<file path="src/rtl/cbb_pkg.sv">
package cbb_pkg;

    localparam int HOST_AW = 16;
    localparam int PRG_AW  = 15;
    localparam int CHR_AW  = 13;
    localparam int DW      = 8;

    typedef enum logic [1:0] {
        ACC_CHR_RD = 2'd0,
        ACC_PRG_RD = 2'd1,
        ACC_PRG_WR = 2'd2,
        ACC_DROP   = 2'd3
    } acc_kind_e;

    typedef enum logic [1:0] {
        ST_IDLE   = 2'd0,
        ST_ACTIVE = 2'd1,
        ST_RECOV  = 2'd2
    } seq_state_e;

    typedef struct packed {
        acc_kind_e          kind;
        logic [PRG_AW-1:0]  addr;
        logic [DW-1:0]      wdata;
    } acc_req_t;

    // Route by the top host address bit and the access direction.
    function automatic acc_kind_e classify(input logic upper, input logic is_wr);
        acc_kind_e k;
        case ({upper, is_wr})
            2'b00:   k = ACC_CHR_RD;
            2'b10:   k = ACC_PRG_RD;
            2'b11:   k = ACC_PRG_WR;
            default: k = ACC_DROP;
        endcase
        return k;
    endfunction

    function automatic logic is_read(input acc_kind_e k);
        return (k == ACC_CHR_RD) || (k == ACC_PRG_RD);
    endfunction

endpackage

</file>
<file path="src/rtl/cbb_host_decode.sv">
module cbb_host_decode
    import cbb_pkg::*;
#(
    parameter bit AEN_GATE = 1'b1,
    parameter bit TRIG_ALE = 1'b0
) (
    input  logic [HOST_AW-1:0] host_addr,
    input  logic [DW-1:0]      host_wdata,
    input  logic               host_ce_n,
    input  logic               host_rd_n,
    input  logic               host_wr_n,
    input  logic               host_aen,
    input  logic               host_ale,
    output logic               req_valid,
    output logic               req_any,
    output acc_req_t           req
);
    logic well_formed;
    logic gate_ok;
    logic trig_ok;

    // Any strobe held with chip enable counts as "not yet released".
    assign req_any     = !host_ce_n && (!host_rd_n || !host_wr_n);
    // Exactly one strobe may be active for a legal request.
    assign well_formed = !host_ce_n && (host_rd_n ^ host_wr_n);
    assign gate_ok     = AEN_GATE ? !host_aen : 1'b1;
    assign trig_ok     = TRIG_ALE ? host_ale : 1'b1;
    assign req_valid   = well_formed && gate_ok && trig_ok;

    always_comb begin
        req.kind  = classify(host_addr[HOST_AW-1], !host_wr_n);
        req.addr  = host_addr[PRG_AW-1:0];
        req.wdata = host_wdata;
    end

endmodule

</file>
<file path="src/rtl/cbb_cycle_timer.sv">
module cbb_cycle_timer
    import cbb_pkg::*;
#(
    parameter int ACT_CLKS = 4,
    parameter int REC_CLKS = 2
) (
    input  logic clk,
    input  logic rst,
    input  logic req_valid,
    input  logic req_any,
    output logic start,
    output logic finish,
    output logic active
);
    localparam int MAXC = (ACT_CLKS > REC_CLKS) ? ACT_CLKS : REC_CLKS;
    localparam int CW   = $clog2(MAXC + 1);
    localparam logic [CW-1:0] ACT_LAST = CW'(ACT_CLKS - 1);
    localparam logic [CW-1:0] REC_LAST = CW'(REC_CLKS - 1);

    seq_state_e      state;
    logic [CW-1:0]   cnt;
    logic            released;

    assign start  = (state == ST_IDLE) && req_valid;
    assign active = (state == ST_ACTIVE);
    assign finish = active && (cnt == ACT_LAST);

    always_ff @(posedge clk) begin
        if (rst) begin
            state    <= ST_IDLE;
            cnt      <= '0;
            released <= 1'b0;
        end else begin
            case (state)
                ST_IDLE: begin
                    if (req_valid) begin
                        state <= ST_ACTIVE;
                        cnt   <= '0;
                    end
                end
                ST_ACTIVE: begin
                    if (cnt == ACT_LAST) begin
                        state    <= ST_RECOV;
                        cnt      <= '0;
                        released <= 1'b0;
                    end else begin
                        cnt <= cnt + 1'b1;
                    end
                end
                ST_RECOV: begin
                    released <= released || !req_any;
                    if (cnt != REC_LAST) begin
                        cnt <= cnt + 1'b1;
                    end else if (released || !req_any) begin
                        state <= ST_IDLE;
                        cnt   <= '0;
                    end
                end
                default: state <= ST_IDLE;
            endcase
        end
    end

endmodule

</file>
<file path="src/rtl/cbb_bus_drive.sv">
module cbb_bus_drive
    import cbb_pkg::*;
(
    input  logic               clk,
    input  logic               rst,
    input  logic               start,
    input  logic               finish,
    input  logic               active,
    input  acc_req_t           req_in,
    input  logic [DW-1:0]      cart_d_in,
    output logic [DW-1:0]      host_rdata,
    output logic               host_ack,
    output logic               prg_m2,
    output logic               prg_romsel_n,
    output logic               prg_rw,
    output logic [PRG_AW-1:0]  prg_addr,
    output logic [CHR_AW-1:0]  chr_addr,
    output logic               chr_rd_n,
    output logic               chr_wr_n,
    output logic               chr_tbl_sel,
    output logic [DW-1:0]      cart_d_out,
    output logic               xcvr_dir,
    output logic               xcvr_oe_n
);
    acc_req_t cur;
    logic     prg_side;

    always_ff @(posedge clk) begin
        if (rst) begin
            cur        <= '{kind: ACC_DROP, addr: '0, wdata: '0};
            host_rdata <= '0;
            host_ack   <= 1'b0;
        end else begin
            host_ack <= finish;
            if (start) begin
                cur <= req_in;
            end
            if (finish && is_read(cur.kind)) begin
                host_rdata <= cart_d_in;
            end
        end
    end

    assign prg_side     = (cur.kind == ACC_PRG_RD) || (cur.kind == ACC_PRG_WR);
    assign prg_m2       = active;
    assign prg_romsel_n = !(active && prg_side);
    assign prg_rw       = !(active && (cur.kind == ACC_PRG_WR));
    assign prg_addr     = cur.addr;
    assign chr_addr     = cur.addr[CHR_AW-1:0];
    assign chr_rd_n     = !(active && (cur.kind == ACC_CHR_RD));
    assign chr_wr_n     = 1'b1;
    assign chr_tbl_sel  = 1'b0;
    assign cart_d_out   = cur.wdata;
    assign xcvr_dir     = active && (cur.kind == ACC_PRG_WR);
    assign xcvr_oe_n    = !(active && (cur.kind != ACC_DROP));

endmodule

</file>
<file path="src/rtl/cart_bus_bridge.sv">
module cart_bus_bridge
    import cbb_pkg::*;
#(
    parameter int ACT_CLKS = 4,
    parameter int REC_CLKS = 2,
    parameter bit AEN_GATE = 1'b1,
    parameter bit TRIG_ALE = 1'b0
) (
    input  logic        clk,
    input  logic        rst,
    input  logic [15:0] host_addr,
    input  logic [7:0]  host_wdata,
    input  logic        host_ce_n,
    input  logic        host_rd_n,
    input  logic        host_wr_n,
    input  logic        host_aen,
    input  logic        host_ale,
    output logic [7:0]  host_rdata,
    output logic        host_ack,
    output logic        prg_m2,
    output logic        prg_romsel_n,
    output logic        prg_rw,
    output logic [14:0] prg_addr,
    output logic [12:0] chr_addr,
    output logic        chr_rd_n,
    output logic        chr_wr_n,
    output logic        chr_tbl_sel,
    input  logic [7:0]  cart_d_in,
    output logic [7:0]  cart_d_out,
    output logic        xcvr_dir,
    output logic        xcvr_oe_n
);
    logic     req_valid;
    logic     req_any;
    acc_req_t req;
    logic     start;
    logic     finish;
    logic     active;

    cbb_host_decode #(.AEN_GATE(AEN_GATE), .TRIG_ALE(TRIG_ALE)) dec_i (
        .host_addr (host_addr),
        .host_wdata(host_wdata),
        .host_ce_n (host_ce_n),
        .host_rd_n (host_rd_n),
        .host_wr_n (host_wr_n),
        .host_aen  (host_aen),
        .host_ale  (host_ale),
        .req_valid (req_valid),
        .req_any   (req_any),
        .req       (req)
    );

    cbb_cycle_timer #(.ACT_CLKS(ACT_CLKS), .REC_CLKS(REC_CLKS)) tmr_i (
        .clk      (clk),
        .rst      (rst),
        .req_valid(req_valid),
        .req_any  (req_any),
        .start    (start),
        .finish   (finish),
        .active   (active)
    );

    cbb_bus_drive drv_i (
        .clk         (clk),
        .rst         (rst),
        .start       (start),
        .finish      (finish),
        .active      (active),
        .req_in      (req),
        .cart_d_in   (cart_d_in),
        .host_rdata  (host_rdata),
        .host_ack    (host_ack),
        .prg_m2      (prg_m2),
        .prg_romsel_n(prg_romsel_n),
        .prg_rw      (prg_rw),
        .prg_addr    (prg_addr),
        .chr_addr    (chr_addr),
        .chr_rd_n    (chr_rd_n),
        .chr_wr_n    (chr_wr_n),
        .chr_tbl_sel (chr_tbl_sel),
        .cart_d_out  (cart_d_out),
        .xcvr_dir    (xcvr_dir),
        .xcvr_oe_n   (xcvr_oe_n)
    );

endmodule

</file>
<file path="config.mk">
export PLATFORM = sky130hd
export DESIGN_NAME = cart_bus_bridge
export DESIGN_NICKNAME = d
export VERILOG_FILES = /design/src/rtl/cbb_pkg.sv /design/src/rtl/cbb_host_decode.sv /design/src/rtl/cbb_cycle_timer.sv /design/src/rtl/cbb_bus_drive.sv /design/src/rtl/cart_bus_bridge.sv
export SDC_FILE = /design/constraint.sdc
export NUM_CORES = 1
export LEC_CHECK = 0
export BUFFER_PORTS_ARGS = -buffer_cell sky130_fd_sc_hd__buf_2
export CAP_MARGIN = 20
export CORE_ASPECT_RATIO = 1.1
export CORE_MARGIN = 2
export CORE_UTILIZATION = 44
export CTS_CLUSTER_DIAMETER = 200
export DETAILED_ROUTE_END_ITERATION = 10
export PLACE_DENSITY = 0.79
export SYNTH_ARGS = -nofsm -noshare
export SYNTH_HDL_FRONTEND = slang
export SYNTH_HIERARCHICAL = 1
export SYNTH_SLANG_ARGS = --single-unit
</file>
<file path="constraint.sdc">
create_clock -name clk -period 1.4 [get_ports clk]
set_input_delay 0.07 -clock clk [delete_from_list [all_inputs] [get_ports clk]]
set_output_delay 0.07 -clock clk [all_outputs]
set_load 0.005 [all_outputs]
</file>
* Yosys cells after proc, flatten, opt, wreduce, memory -nomap -nowiden
Index checks and enable logic that the tools add are counted.
** Operators by class
- Add/sub/neg operators :: 1
- Equal/unequal tests :: 14
- Multiplexer cells :: 13
- Bitwise logic cells :: 1
- Reduce and logical (&&, ||, !) cells :: 31
** Operator list (count)
- $mux W3 :: 4
- $pmux W2 S3 :: 2
- $logic_and A1 B1 Y1 :: 10
- $logic_not A1 Y1 :: 9
- $pmux W3 S3 :: 1
- $eq A2 B2 Y1 const B :: 4
- $mux W2 :: 4
- $logic_not A2 Y1 :: 3
- $ne A2 B2 Y1 const B :: 3
- $ne A3 B1 Y1 const B :: 2
- $eq A2 B1 Y1 const B :: 2
- $logic_or A1 B1 Y1 :: 4
- $ne A2 B1 Y1 const B :: 2
- $reduce_and A4 Y1 :: 1
- $add A3 B1 Y3 const B :: 1
- $eq A3 B2 Y1 const B :: 1
- $reduce_and A3 Y1 :: 1
- $reduce_bool A3 Y1 :: 1
- $pmux W1 S2 :: 1
- $reduce_and A2 Y1 :: 1
- $reduce_bool A2 Y1 :: 1
- $mux W1 :: 1
- $xor A1 B1 Y1 :: 1
** Storage, ports and cells
- Register bits after elaboration :: 40
- Input port bits :: 39
- Output and inout bits :: 53
- Logic and storage cells :: 68

* Longest topological paths before layout
Gate-level depths: netlist (run 1).
- Word-level depth :: 8
- Mapped depth :: 7
- Mapped depth without buffers :: 6

* Hierarchy
Netlist (run 1), hierarchy kept.
** Modules (own cells, without submodules)
- cbb_bus_drive :: times used 1, cells each 171, area each 1674.1 µm², seq. area each 680.7 µm²
- cbb_cycle_timer :: times used 1, cells each 55, area each 491.7 µm², seq. area each 120.1 µm²
- cbb_host_decode :: times used 1, cells each 32, area each 244.0 µm², seq. area each 0.0 µm²

* Worst setup path before layout (run 1)
Ideal clock, no wire load.
- Path type :: reg2reg
- Start point :: register tmr_i.cnt[0]
- End point :: register tmr_i.state[0]
- Library setup time :: 72 ps
- Data arrival time :: 1406 ps
- Required time :: 1328 ps
- Path slack :: -77 ps
- Stages on the path, launching flop included :: 7
- Path buffers :: 0
- Period minus slack after synthesis :: 1477 ps
- Path through :: dfxtp_1 ha_1 ha_1 inv_1 a22o_1 nor3_4 mux2i_1
** Between the ends
- Cells in the longest elaborated chain, start to end :: 3
- Elaborated cells between the ends (all ways) :: 5
- Those cells by class :: eq/ne: 4; reduce/logical: 1
** RTL lines
- start: declaration :: line cbb_cycle_timer.sv:21 : logic [CW-1:0] cnt;
- start signal: assignment :: line cbb_cycle_timer.sv:47 : cnt <= cnt + 1'b1;
- start signal: assignment :: line cbb_cycle_timer.sv:53 : cnt <= cnt + 1'b1;
- $ne A3 B1 Y1 / $eq A3 B2 Y1 (equally long branches) :: line cbb_cycle_timer.sv:52, cbb_cycle_timer.sv:42
- $ne A2 B2 Y1 (no source line)
- $reduce_and A4 Y1 (no source line) (*)
- end signal: assignment :: line cbb_cycle_timer.sv:43 : state <= ST_RECOV;
- end signal: assignment :: line cbb_cycle_timer.sv:55 : state <= ST_IDLE;
- end signal: assignment :: line cbb_cycle_timer.sv:59 : default: state <= ST_IDLE;
- end: declaration :: line cbb_cycle_timer.sv:20 : seq_state_e state;
Every way passes the cells marked *; elsewhere a longest branch is shown, timed or not.
A chain may end at the register's enable or synchronous reset.

* Worst setup path in the final report (run 1)
- Start point :: register tmr_i.state[0]
- End point :: register tmr_i.state[0]
** Between the ends
- Cells in the longest elaborated chain, start to end :: 3
- Elaborated cells between the ends (all ways) :: 9
- Those cells by class :: eq/ne: 6; mux: 1; reduce/logical: 2
** RTL lines
- start signal: assignment :: line cbb_cycle_timer.sv:30 : state <= ST_IDLE;
- start signal: assignment :: line cbb_cycle_timer.sv:37 : state <= ST_ACTIVE;
- start signal: assignment :: line cbb_cycle_timer.sv:43
- $eq A2 B2 Y1 (tied with other cells) :: line cbb_cycle_timer.sv:34 : case (state)
- $ne A2 B1 Y1 (no source line) / $ne A2 B2 Y1 (equally long branches)
- $reduce_and A4 Y1 (no source line)
Parallel ways exist; a longest one is shown, timed or not.

==> out/qor.tcl, run 1 <==
set qor(hp-start) {host_addr[1]}
set qor(crit_path_end_kind) {flip-flop}
set qor(crit_path_start_kind) {flip-flop}
set qor(area_taken_by_multi_input_logic_gates_sq_mm) 0.00112
set qor(route.final.wire_length_um) 4430
set qor(synth_fa_ha_area_share_pct) 7.79
set qor(gr-usage-met1_pct) 13.7
set qor(rrSetupSlack_ps) -40
set qor(synth_xor_xnor_area_share_pct) 0
set qor(finalHoldWorstSlack_ps) 9.77
set qor(cts_tree) {yes}
set qor(reg2reg_to) {tmr_i/state[0]}
set qor(postSynthCellCount) 258
set qor(grt_util_met2_pct) 25.5
set qor(wl_per_cell_um) 11.8
set qor(syn_area_sq_mm) 0.00241
set qor(die_height_um) 81.6
set qor(synthesis.nets) 312
set qor(power_density_mw_per_mm2) 1080
set qor(status) {finished, violations left}
set qor(most-common-layout-cells) {sky130_fd_sc_hd__buf_2 (88), sky130_fd_sc_hd__dfxtp_1 (35), sky130_fd_sc_hd__mux2i_1 (34), sky130_fd_sc_hd__nor2_1 (25), sky130_fd_sc_hd__nand2b_1 (24)}
set qor(final.min_clock_period_ps) 1440
set qor(synth-compound-area-share_pct) 3.27
set qor(post_synth_and_or_nand_nor_area_fraction_pct) 15.8
set qor(floorplan.core_area_sq_mm) 0.00533
set qor(synth_edf_count) 0
set qor(power_switching_share_pct) 27.9
set qor(synth-main-ff-cell) {sky130_fd_sc_hd__dfxtp_1}
set qor(hold_class) {in -> reg}
set qor(nNetsFinal) 355
set qor(regArea_sq_um) 812
set qor(placement.io_buffers) 88
set qor(combPwrFrac_pct) 28.6
set qor(cell_total_after_placement) 363
set qor(cts-hold-fix-buffers) 0
set qor(timing_max_transition_violations_final) 0
set qor(postSynthRegisterBits) 40
set qor(vias_per_cell) 4.48
set qor(max_cap_viol) 0
set qor(initial_drc_count) 47
set qor(gr-total-overflow) 0
set qor(post_route_utilization_pct) 53.4
set qor(max_clock_freq_mhz) 693
set qor(setup_viol) 2
set qor(fillers) 503
set qor(violated_checks) {negative setup slack}
set qor(clkLatencyLatePin_ps) 290
set qor(fin_worst_skew_ps) 5.94
set qor(cts_made_buffers) 5
set qor(crit-reg2reg-launch) {tmr_i/state[0]}
set qor(global_route_layer_with_the_greatest_usage) {met2}
set qor(critPathRequiredTime_ps) 1610
set qor(rsz0062_at_grt) {yes}
set qor(synth_cell_types) 32
set qor(cts_num_sinks) 40
set qor(post_synth_mux_area_share_pct) 14.5
set qor(internal_power_mw) 2.23
set qor(row_count) 28
set qor(net_switching_power_uw) 859
set qor(cp_max_fo) 3
set qor(worst_hold_path.num_cells) 3
set qor(drc) 0
set qor(use_met3_pct) 4.42
set qor(detail-route-antenna-nets) 0
set qor(setup_ws_ps) -44.0
set qor(htree_levels) 2
set qor(global_route_usage_over_all_layers_pct) 13.4
set qor(antenna_found_initial) 0
set qor(max-slew-margin-rel_pct) 65.8
set qor(worst_pin_slew_ps) 513
set qor(power.clock.fraction_pct) 30.3
set qor(syn2layout_area_growth_pct) 18.0
set qor(place.gp.congestion) 0.770
set qor(cellLeakagePower_nw) 1.32
set qor(r2r.worst_path.cells) 6
set qor(max-vdd-ir-drop_v) 0.000569
set qor(power_mw) 3.09
set qor(antenna-diode-count) 0
set qor(dieWidth_um) 74.6
set qor(hold_end) {drv_i/prg_addr[1]}
set qor(grt_max_degree) 36
set qor(avgSynthCellArea_sq_um) 9.34
set qor(pin_count) 92
set qor(die_area_sq_mm) 0.00609
set qor(finalSetupTns_ps) -72.1
set qor(crit_type) {reg -> reg}
set qor(layout_commonest_cell) {sky130_fd_sc_hd__buf_2}
set qor(final.period_utilization_pct) 103
set qor(portion_of_total_power_attributed_to_sequential_cells_pct) 41.1
set qor(final-hold-violation-count) 0
set qor(dpl.hpwl_um) 3080
set qor(clkSlewWorstSetupHoldPaths_ps) 80
set qor(global_route_wire_length_before_repair_um) 6270
set qor(cp.arrival_ps) 1650
set qor(grt_pass1_vias) 1473
set qor(clock_tree.root_cell) {sky130_fd_sc_hd__clkbuf_8}
set qor(share_of_cells_above_drive_strength_1_pct) 48.0
set qor(max-clock-path-buffers) 2
set qor(firstDrtPassIters) 4
set qor(asyncSetResetFlopFracSynth_pct) 0
set qor(initial_utilization_pct) 45.3
set qor(largest_family_of_logic_cells_by_synthesized_area) {buffers and inverters}
set qor(dr_total_vias) 1688
set qor(yosysSeqAreaShare_pct) 33.2
set qor(yosys_warnings) 6
set qor(post_layout_nonfiller_instances) 377
per-stage QoR:
stage | worst slack, ps | instance area [sq um]
after floorplan | 18.4 | 2420
after global placement | -34.6 | 2530
after detailed placement | -84.4 | 2530
after CTS | -40.1 | 2730
after global routing | -98.3 | 2840
final | -44.0 | 2840
critical path, stage by stage (launching register included):
cell	delay [ps]
sky130_fd_sc_hd__dfxtp_4	370
sky130_fd_sc_hd__inv_2	70
sky130_fd_sc_hd__ha_4	160
sky130_fd_sc_hd__nor2b_2	150
sky130_fd_sc_hd__buf_4	140
sky130_fd_sc_hd__nor3_4	220
sky130_fd_sc_hd__mux2i_1	240
how the worst max path moves through the flow:
| stage | from | to | slack [ps] |
|---|---|---|---|
| 2_1_floorplan | tmr_i/cnt[0] | tmr_i/state[0] | 20 |
| 3_3_place_gp | tmr_i/cnt[1] | tmr_i/state[0] | -30 |
| 3_5_place_dp | tmr_i/cnt[1] | tmr_i/state[1] | -80 |
| 4_1_cts | tmr_i/cnt[0] | tmr_i/state[1] | -40 |
| 5_1_grt | tmr_i/cnt[0] | tmr_i/state[0] | -100 |
| 6_report | tmr_i/state[0] | tmr_i/state[0] | -40 |
layout make-up:
class | count | area share (%)
multi-input cells | 132 | 39.3
inverters | 15 | 2.07
repair buffers | 107 | 22.8
clock buffers | 5 | 2.42
well taps | 75 | 3.30
clock inverters | 3 | 1.50
flip-flops and latches | 40 | 28.6
synthesized netlist by cell type (all sizes together) (2+ instances only):
library cell | instances | area, sq um
mux2i | 35 | 350
clkbuf | 2 | 7.51
nor2b | 2 | 12.5
o211ai | 2 | 15.0
and2 | 2 | 12.5
nor2 | 26 | 100
nor3b | 2 | 20.0
nand2b | 25 | 156
dfxtp | 40 | 801
nand2 | 8 | 30.0
buf | 69 | 539
inv | 15 | 56.3
ha | 15 | 188
nor3 | 2 | 21.3
conb | 2 | 7.51
routing by layer:
metal,vias up,part of all wire (%)
li1,845,-
met4,0,1.4
met5,-,0
met2,58,52
met1,778,40
met3,7,6.2
cell families (layout without fill, tap and decap cells):
family                   after synthesis  count (layout)
other                                  2               2
AND/OR/NAND/NOR                       70              70
flip-flops                            40              40
AO/OA/AOI/OAI                         10              10
adder cells (fa/ha/maj)               15              15
buffers and inverters                 86             130
multiplexers                          35              35
flip-flops by register name (all words and copies together) (netlist names):
register / count
drv_i/cur: 2
tmr_i/state: 2
drv_i/prg_addr: 15
tmr_i/released: 1
drv_i/host_ack: 1
tmr_i/cnt: 3
drv_i/host_rdata: 8
drv_i/cart_d_out: 8
power by group through the flow:
stage | Sequential (mW) | Clock [mW] | Combinational (mW)
final | 1.27 | 0.934 | 0.882
after global routing | 1.28 | 1.01 | 0.969
after CTS | 1.27 | 0.971 | 0.755
after detailed placement | 1.28 | 0 | 0.701
after global placement | 1.27 | 0 | 0.681
after floorplan | 1.27 | 0 | 0.591
timing repair:
action | CTS | global route
setup endpoints to repair | 21 | 29
cloned | 0 | 1
buffers inserted | 2 | 3
pin swaps | 5 | 1
resized for setup | 20 | 13
Power figures use the tool's default switching activity.
==> inputs of run 2 (changes only) <==
==> constraint.sdc (replaced) <==
create_clock -name clk -period 1.4 [get_ports clk]
set_input_delay 0.21 -clock clk [delete_from_list [all_inputs] [get_ports clk]]
set_output_delay 0.21 -clock clk [all_outputs]
set_load 0.005 [all_outputs]
==> run 2 against run 1 <==
  * The flow still finishes with violations (negative setup slack)
  * Final cell count grew 0.53%
  * Die area is the same
  * Via count decreased by 1.5%
  * Sequential share of layout area is essentially flat
  * Clock skew increased by 3.0 ps
  * Critical path depth stayed put
  * Cell area shrank 0.22%
  * Combinational power grew 4.4%
  * Setup slack worse by 8.7 ps
  * Register-to-register slack about the same
  * Global-route usage is 0.15 points lower
  * Count of clock-buffer cells in the layout grew 1
  * Critical endpoint is now xcvr_dir
  * Largest cell class unchanged
==> out/qor.tcl, run 2 (synthesis results as in run 1) <==
set qor(crit_type) {reg -> out}
set qor(dieWidth_um) 74.6
set qor(cp_cell_sequence) {buf_6 > ha_4 > buf_6 > nand2_4 > inv_2 > buf_6}
set qor(critPathRequiredTime_ps) 1190
set qor(crit_path_end_kind) {output port}
set qor(fin_worst_skew_ps) 8.95
set qor(drc) 0
set qor(cts_num_sinks) 40
set qor(crit-reg2reg-launch) {tmr_i/state[0]}
set qor(placement.cell_area_sq_mm) 0.00255
set qor(fillers) 502
set qor(dpl.hpwl_um) 3040
set qor(grt_max_degree) 29
set qor(clkSlewWorstSetupHoldPaths_ps) 80
set qor(clkLatencyLatePin_ps) 280
set qor(final-hold-violation-count) 0
set qor(die_area_sq_mm) 0.00609
set qor(cellLeakagePower_nw) 1.34
set qor(critPathTopFamily) {buffers and inverters}
set qor(clock_tree.root_cell) {sky130_fd_sc_hd__clkbuf_8}
set qor(pin_count) 92
set qor(rsz0062_at_grt) {yes}
set qor(internal_power_mw) 2.05
set qor(critical-path-top-cell-by-count) {sky130_fd_sc_hd__buf_6}
set qor(cell_total_after_placement) 365
set qor(portion_of_total_power_attributed_to_sequential_cells_pct) 43.7
set qor(cp.arrival_ps) 1240
set qor(htree_levels) 2
set qor(status) {finished, violations left}
set qor(initial_drc_count) 30
set qor(post_layout_nonfiller_instances) 379
set qor(vias_per_cell) 4.39
set qor(timing_max_transition_violations_final) 0
set qor(global_route_wire_length_before_repair_um) 6290
set qor(floorplan.core_area_sq_mm) 0.00533
set qor(antenna_found_initial) 0
set qor(placement.io_buffers) 88
set qor(firstDrtPassIters) 4
set qor(critical_path.slowest_cell) {sky130_fd_sc_hd__dfxtp_2}
set qor(share_of_cells_above_drive_strength_1_pct) 47.7
set qor(power_switching_share_pct) 28.7
set qor(r2r.worst_path.cells) 6
set qor(grt_pass1_vias) 1466
set qor(combPwrFrac_pct) 31.9
set qor(max-clock-path-buffers) 2
set qor(finalHoldWorstSlack_ps) 161
set qor(layout_commonest_cell) {sky130_fd_sc_hd__buf_2}
set qor(global_route_layer_with_the_greatest_usage) {met2}
set qor(hold_class) {in -> reg}
set qor(max_clock_freq_mhz) 688
set qor(wl_per_cell_um) 11.6
set qor(dr_total_vias) 1662
set qor(cts_tree) {yes}
set qor(cell_depth_of_the_worst_setup_path) 6
set qor(setup_ws_ps) -52.7
set qor(net_switching_power_uw) 828
set qor(initial_utilization_pct) 45.3
set qor(reg2reg_to) {tmr_i/cnt[1]}
set qor(cts_made_buffers) 5
set qor(final.min_clock_period_ps) 1450
set qor(largest_reg_flops) 15
set qor(setup_viol) 7
set qor(cp-startpoint) {tmr_i/state[0]}
set qor(place.gp.congestion) 0.809
set qor(rrSetupSlack_ps) -30
set qor(gr-total-overflow) 0
set qor(power.clock.fraction_pct) 24.4
set qor(route.final.wire_length_um) 4390
set qor(die_height_um) 81.6
set qor(row_count) 28
set qor(post_route_utilization_pct) 53.3
set qor(cts-hold-fix-buffers) 0
set qor(most-common-layout-cells) {sky130_fd_sc_hd__buf_2 (87), sky130_fd_sc_hd__dfxtp_1 (36), sky130_fd_sc_hd__mux2i_1 (34), sky130_fd_sc_hd__nor2_1 (25), sky130_fd_sc_hd__nand2b_1 (24)}
set qor(gr-usage-met1_pct) 14.7
set qor(count_of_buffering_cells_on_the_critical_path_with_inverters_included) 4
set qor(cp_max_fo) 6
set qor(antenna-diode-count) 0
set qor(crit_path_start_kind) {flip-flop}
set qor(syn2layout_area_growth_pct) 17.8
set qor(final.period_utilization_pct) 104
set qor(global_route_usage_over_all_layers_pct) 13.3
set qor(critical_path.max_stage_delay_ps) 340
set qor(critical_path.endpoint) {xcvr_dir}
set qor(power_density_mw_per_mm2) 1020
set qor(violated_checks) {negative setup slack}
set qor(nNetsFinal) 358
set qor(max-vdd-ir-drop_v) 0.000400
set qor(detail-route-antenna-nets) 0
set qor(place_worst_setup_slack_ps) -173
set qor(max_cap_viol) 0
set qor(grt_util_met2_pct) 25.2
set qor(stdcell_area_sq_mm) 0.00284
set qor(use_met3_pct) 3.68
run 2: cell count changes in the layout (fill, tap and decap cells not counted), moves of 2 or more:
cell / previous run / this run
sky130_fd_sc_hd__buf_4: 12 / 14
sky130_fd_sc_hd__buf_6: 3 / 5
sky130_fd_sc_hd__nand2_2: 3 / 1
sky130_fd_sc_hd__inv_2: 3 / 5
run 2: layout make-up:
cell class	instances	area (sq um)	area share [%]
multi-input cells	132	1120	39.4
flip-flops and latches	40	811	28.6
repair buffers	110	682	24.0
well taps	75	93.8	3.31
clock buffers	6	72.6	2.56
inverters	15	56.3	1.98
clock inverters	1	5.00	0.176
run 2: worst min-delay path by stage:
stage,startpoint,end,slack (ps),cells past startpoint
detailed placement,host_addr[4],drv_i/prg_addr[4],450,3
global placement,host_wdata[7],drv_i/cart_d_out[7],440,3
global route,host_wdata[7],drv_i/cart_d_out[7],170,3
floorplan,cart_d_in[0],drv_i/host_rdata[0],360,2
finish,host_addr[10],drv_i/prg_addr[10],160,3
CTS,host_addr[4],drv_i/prg_addr[4],150,3
run 2: routing by layer:
| layer | share of wire [%] | vias up |
|---|---|---|
| li1 | - | 845 |
| met1 | 41 | 757 |
| met2 | 53 | 58 |
| met3 | 6.0 | 2 |
| met4 | 0.14 | 0 |
| met5 | 0 | - |
run 2: worst min-delay path: stages:
cell                      delay (ps)
sky130_fd_sc_hd__buf_2            70
sky130_fd_sc_hd__mux2i_1          50
sky130_fd_sc_hd__nor2_1           70
run 2: repair_timing:
action | in CTS | in global routing
setup buffers | 4 | 2
pin swaps | 6 | 6
resized for setup | 25 | 10
setup endpoints to repair | 21 | 34
cloned | 0 | 1
endpoints found under the hold margin | 0 | 0
run 2: power groups by stage:
stage | clock network (mW) | registers, mW | logic [mW]
CTS | 0.755 | 1.26 | 0.843
global placement | 0 | 1.27 | 0.718
detailed placement | 0 | 1.28 | 0.736
finish | 0.704 | 1.26 | 0.921
floorplan | 0 | 1.27 | 0.591
global route | 0.791 | 1.27 | 1.01
run 2: metrics by stage:
stage / total power, mW / setup TNS, ps
after floorplan: 1.86 / 0
after global placement: 1.99 / -4220
after detailed placement: 2.01 / -4790
after CTS: 2.85 / -220
after global routing: 3.07 / -1280
final: 2.88 / -222
==> inputs of run 3 (changes only) <==
--- a/config.mk
+++ b/config.mk
@@ -14,4 +14,5 @@
 export DETAILED_ROUTE_END_ITERATION = 10
 export PLACE_DENSITY = 0.79
+export SETUP_SLACK_MARGIN = 0.15
 export SYNTH_ARGS = -nofsm -noshare
 export SYNTH_HDL_FRONTEND = slang
==> constraint.sdc (replaced) <==
create_clock -name clk -period 1.3 [get_ports clk]
set_input_delay 0.26 -clock clk [delete_from_list [all_inputs] [get_ports clk]]
set_output_delay 0.26 -clock clk [all_outputs]
set_load 0.005 [all_outputs]
==> run 3 against run 2 <==
  * The flow still finishes with violations (negative setup slack)
  * Combinational power is 13% higher
  * Via count is 1.5% higher
  * Core utilization is 1.5 points higher
  * Register-to-register slack worse by 120 ps
  * First-iteration DRC count is 13% higher
  * Critical path depth stayed put
  * Largest cell class unchanged
==> out/qor.tcl, run 3 (synthesis results as in run 1) <==
set qor(hold_class) {in -> reg}
set qor(cellLeakagePower_nw) 1.36
set qor(vias_per_cell) 4.38
set qor(violated_checks) {negative setup slack}
set qor(max-vdd-ir-drop_v) 0.000558
set qor(crit_path_end_kind) {flip-flop}
set qor(max_clock_freq_mhz) 688
set qor(power.clock.fraction_pct) 24.3
set qor(wl_per_cell_um) 11.7
set qor(place_worst_setup_slack_ps) -341
set qor(dpl.hpwl_um) 3240
set qor(antenna_found_initial) 0
set qor(rsz0062_at_grt) {yes}
set qor(dr_total_vias) 1687
set qor(cts_tree) {yes}
set qor(area_taken_by_multi_input_logic_gates_sq_mm) 0.00116
set qor(htree_levels) 2
set qor(place.gp.congestion) 0.774
set qor(dieWidth_um) 74.6
set qor(finalHoldWorstSlack_ps) 213
set qor(nNetsFinal) 364
set qor(portion_of_total_power_attributed_to_sequential_cells_pct) 42.9
set qor(global_route_usage_over_all_layers_pct) 13.6
set qor(status) {finished, violations left}
set qor(cts_made_buffers) 5
set qor(setup_ws_ps) -153
set qor(clkSlewWorstSetupHoldPaths_ps) 80
set qor(crit_type) {reg -> reg}
set qor(rrSetupSlack_ps) -150
set qor(power_density_mw_per_mm2) 1090
set qor(post_route_utilization_pct) 54.8
set qor(critPathRequiredTime_ps) 1510
set qor(grt_max_degree) 25
set qor(final-hold-violation-count) 0
set qor(power_switching_share_pct) 29.2
set qor(timing_max_transition_violations_final) 0
set qor(fin_worst_skew_ps) 9.07
set qor(net_switching_power_uw) 928
set qor(floorplan.core_area_sq_mm) 0.00533
set qor(row_count) 28
set qor(firstDrtPassIters) 4
set qor(combPwrFrac_pct) 32.8
set qor(initial_drc_count) 34
set qor(max_cap_viol) 0
set qor(clock_tree.root_cell) {sky130_fd_sc_hd__clkbuf_8}
set qor(largest_reg_flops) 15
set qor(grt_pass1_vias) 1501
set qor(crit_path_start_kind) {flip-flop}
set qor(final.period_utilization_pct) 112
set qor(regArea_sq_um) 811
set qor(cp.arrival_ps) 1670
set qor(antenna-diode-count) 0
set qor(layout_commonest_cell) {sky130_fd_sc_hd__buf_2}
set qor(final.min_clock_period_ps) 1450
set qor(route.final.wire_length_um) 4490
set qor(pin_count) 92
set qor(die_height_um) 81.6
set qor(syn2layout_area_growth_pct) 21.1
set qor(global_route_wire_length_before_repair_um) 6330
set qor(fillers) 513
set qor(drc) 0
set qor(cts_num_sinks) 40
set qor(internal_power_mw) 2.25
set qor(clkLatencyLatePin_ps) 290
set qor(cp_max_fo) 4
set qor(max-clock-path-buffers) 2
set qor(setup_viol) 44
set qor(share_of_cells_above_drive_strength_1_pct) 51.3
set qor(placement.io_buffers) 88
set qor(detail-route-antenna-nets) 0
set qor(gr-total-overflow) 0
set qor(most-common-layout-cells) {sky130_fd_sc_hd__buf_2 (85), sky130_fd_sc_hd__dfxtp_1 (34), sky130_fd_sc_hd__mux2i_1 (33), sky130_fd_sc_hd__nor2_1 (25), sky130_fd_sc_hd__nand2b_1 (24)}
set qor(worst_hold_path.num_cells) 3
set qor(initial_utilization_pct) 45.3
set qor(r2r.worst_path.cells) 6
set qor(die_area_sq_mm) 0.00609
==> run 3: worst max-delay path: stages, from the launching register on <==
cell                      delay [ps]
sky130_fd_sc_hd__dfxtp_2         360
sky130_fd_sc_hd__inv_4            50
sky130_fd_sc_hd__ha_4            170
sky130_fd_sc_hd__buf_4           140
sky130_fd_sc_hd__a22o_1          270
sky130_fd_sc_hd__nor3_4          180
sky130_fd_sc_hd__mux2i_1         210
==> run 3: power by group through the flow <==
stage | logic, mW | registers (mW) | clock network [mW]
floorplan | 0.659 | 1.38 | 0
global placement | 0.807 | 1.38 | 0
detailed placement | 0.830 | 1.39 | 0
CTS | 0.932 | 1.36 | 0.802
global route | 1.14 | 1.37 | 0.851
finish | 1.04 | 1.36 | 0.771
==> run 3: per-stage QoR <==
| step | total power, mW | instances | area, sq um | TNS [ps] |
|---|---|---|---|---|
| 2_1_floorplan | 2.04 | 258 | 2480 | -1910 |
| 3_3_place_gp | 2.19 | 371 | 2630 | -8840 |
| 3_5_place_dp | 2.22 | 371 | 2630 | -10790 |
| 4_1_cts | 3.09 | 383 | 2810 | -3830 |
| 5_1_grt | 3.36 | 385 | 2920 | -6140 |
| 6_report | 3.18 | 385 | 2920 | -3120 |
==> run 3: cell type report <==
type / count / area share [%]
clock buffers: 6 / 2.49
well taps: 75 / 3.22
multi-input cells: 132 / 39.7
clock inverters: 1 / 0.172
repair buffers: 116 / 24.6
inverters: 15 / 2.02
flip-flops and latches: 40 / 27.8
==> run 3: routing by layer <==
metal,wire (um),vias to the layer above,track usage [%]
met1,1870,755,14.6
met4,48,0,4.29
met3,310,6,4.17
li1,-,862,-
met5,0,-,0
met2,2260,64,25.0
==> run 3: path summary, 6_finish.rpt <==
check,to,start
max,tmr_i/state[0],tmr_i/state[1]
min reg2reg,drv_i/host_rdata[3],drv_i/host_rdata[3]
max reg2reg,tmr_i/state[0],tmr_i/state[1]
min,drv_i/cart_d_out[7],host_wdata[7]
==> run 3: repair_timing <==
item                                   4_1_cts  5_1_grt
hold buffers                                 0        0
buffers inserted                             5        1
gates cloned                                 0        1
endpoints found under the hold margin        0        0
setup endpoints to repair                   45       45
pin swaps                                    3        5
gates resized for setup                     17       18
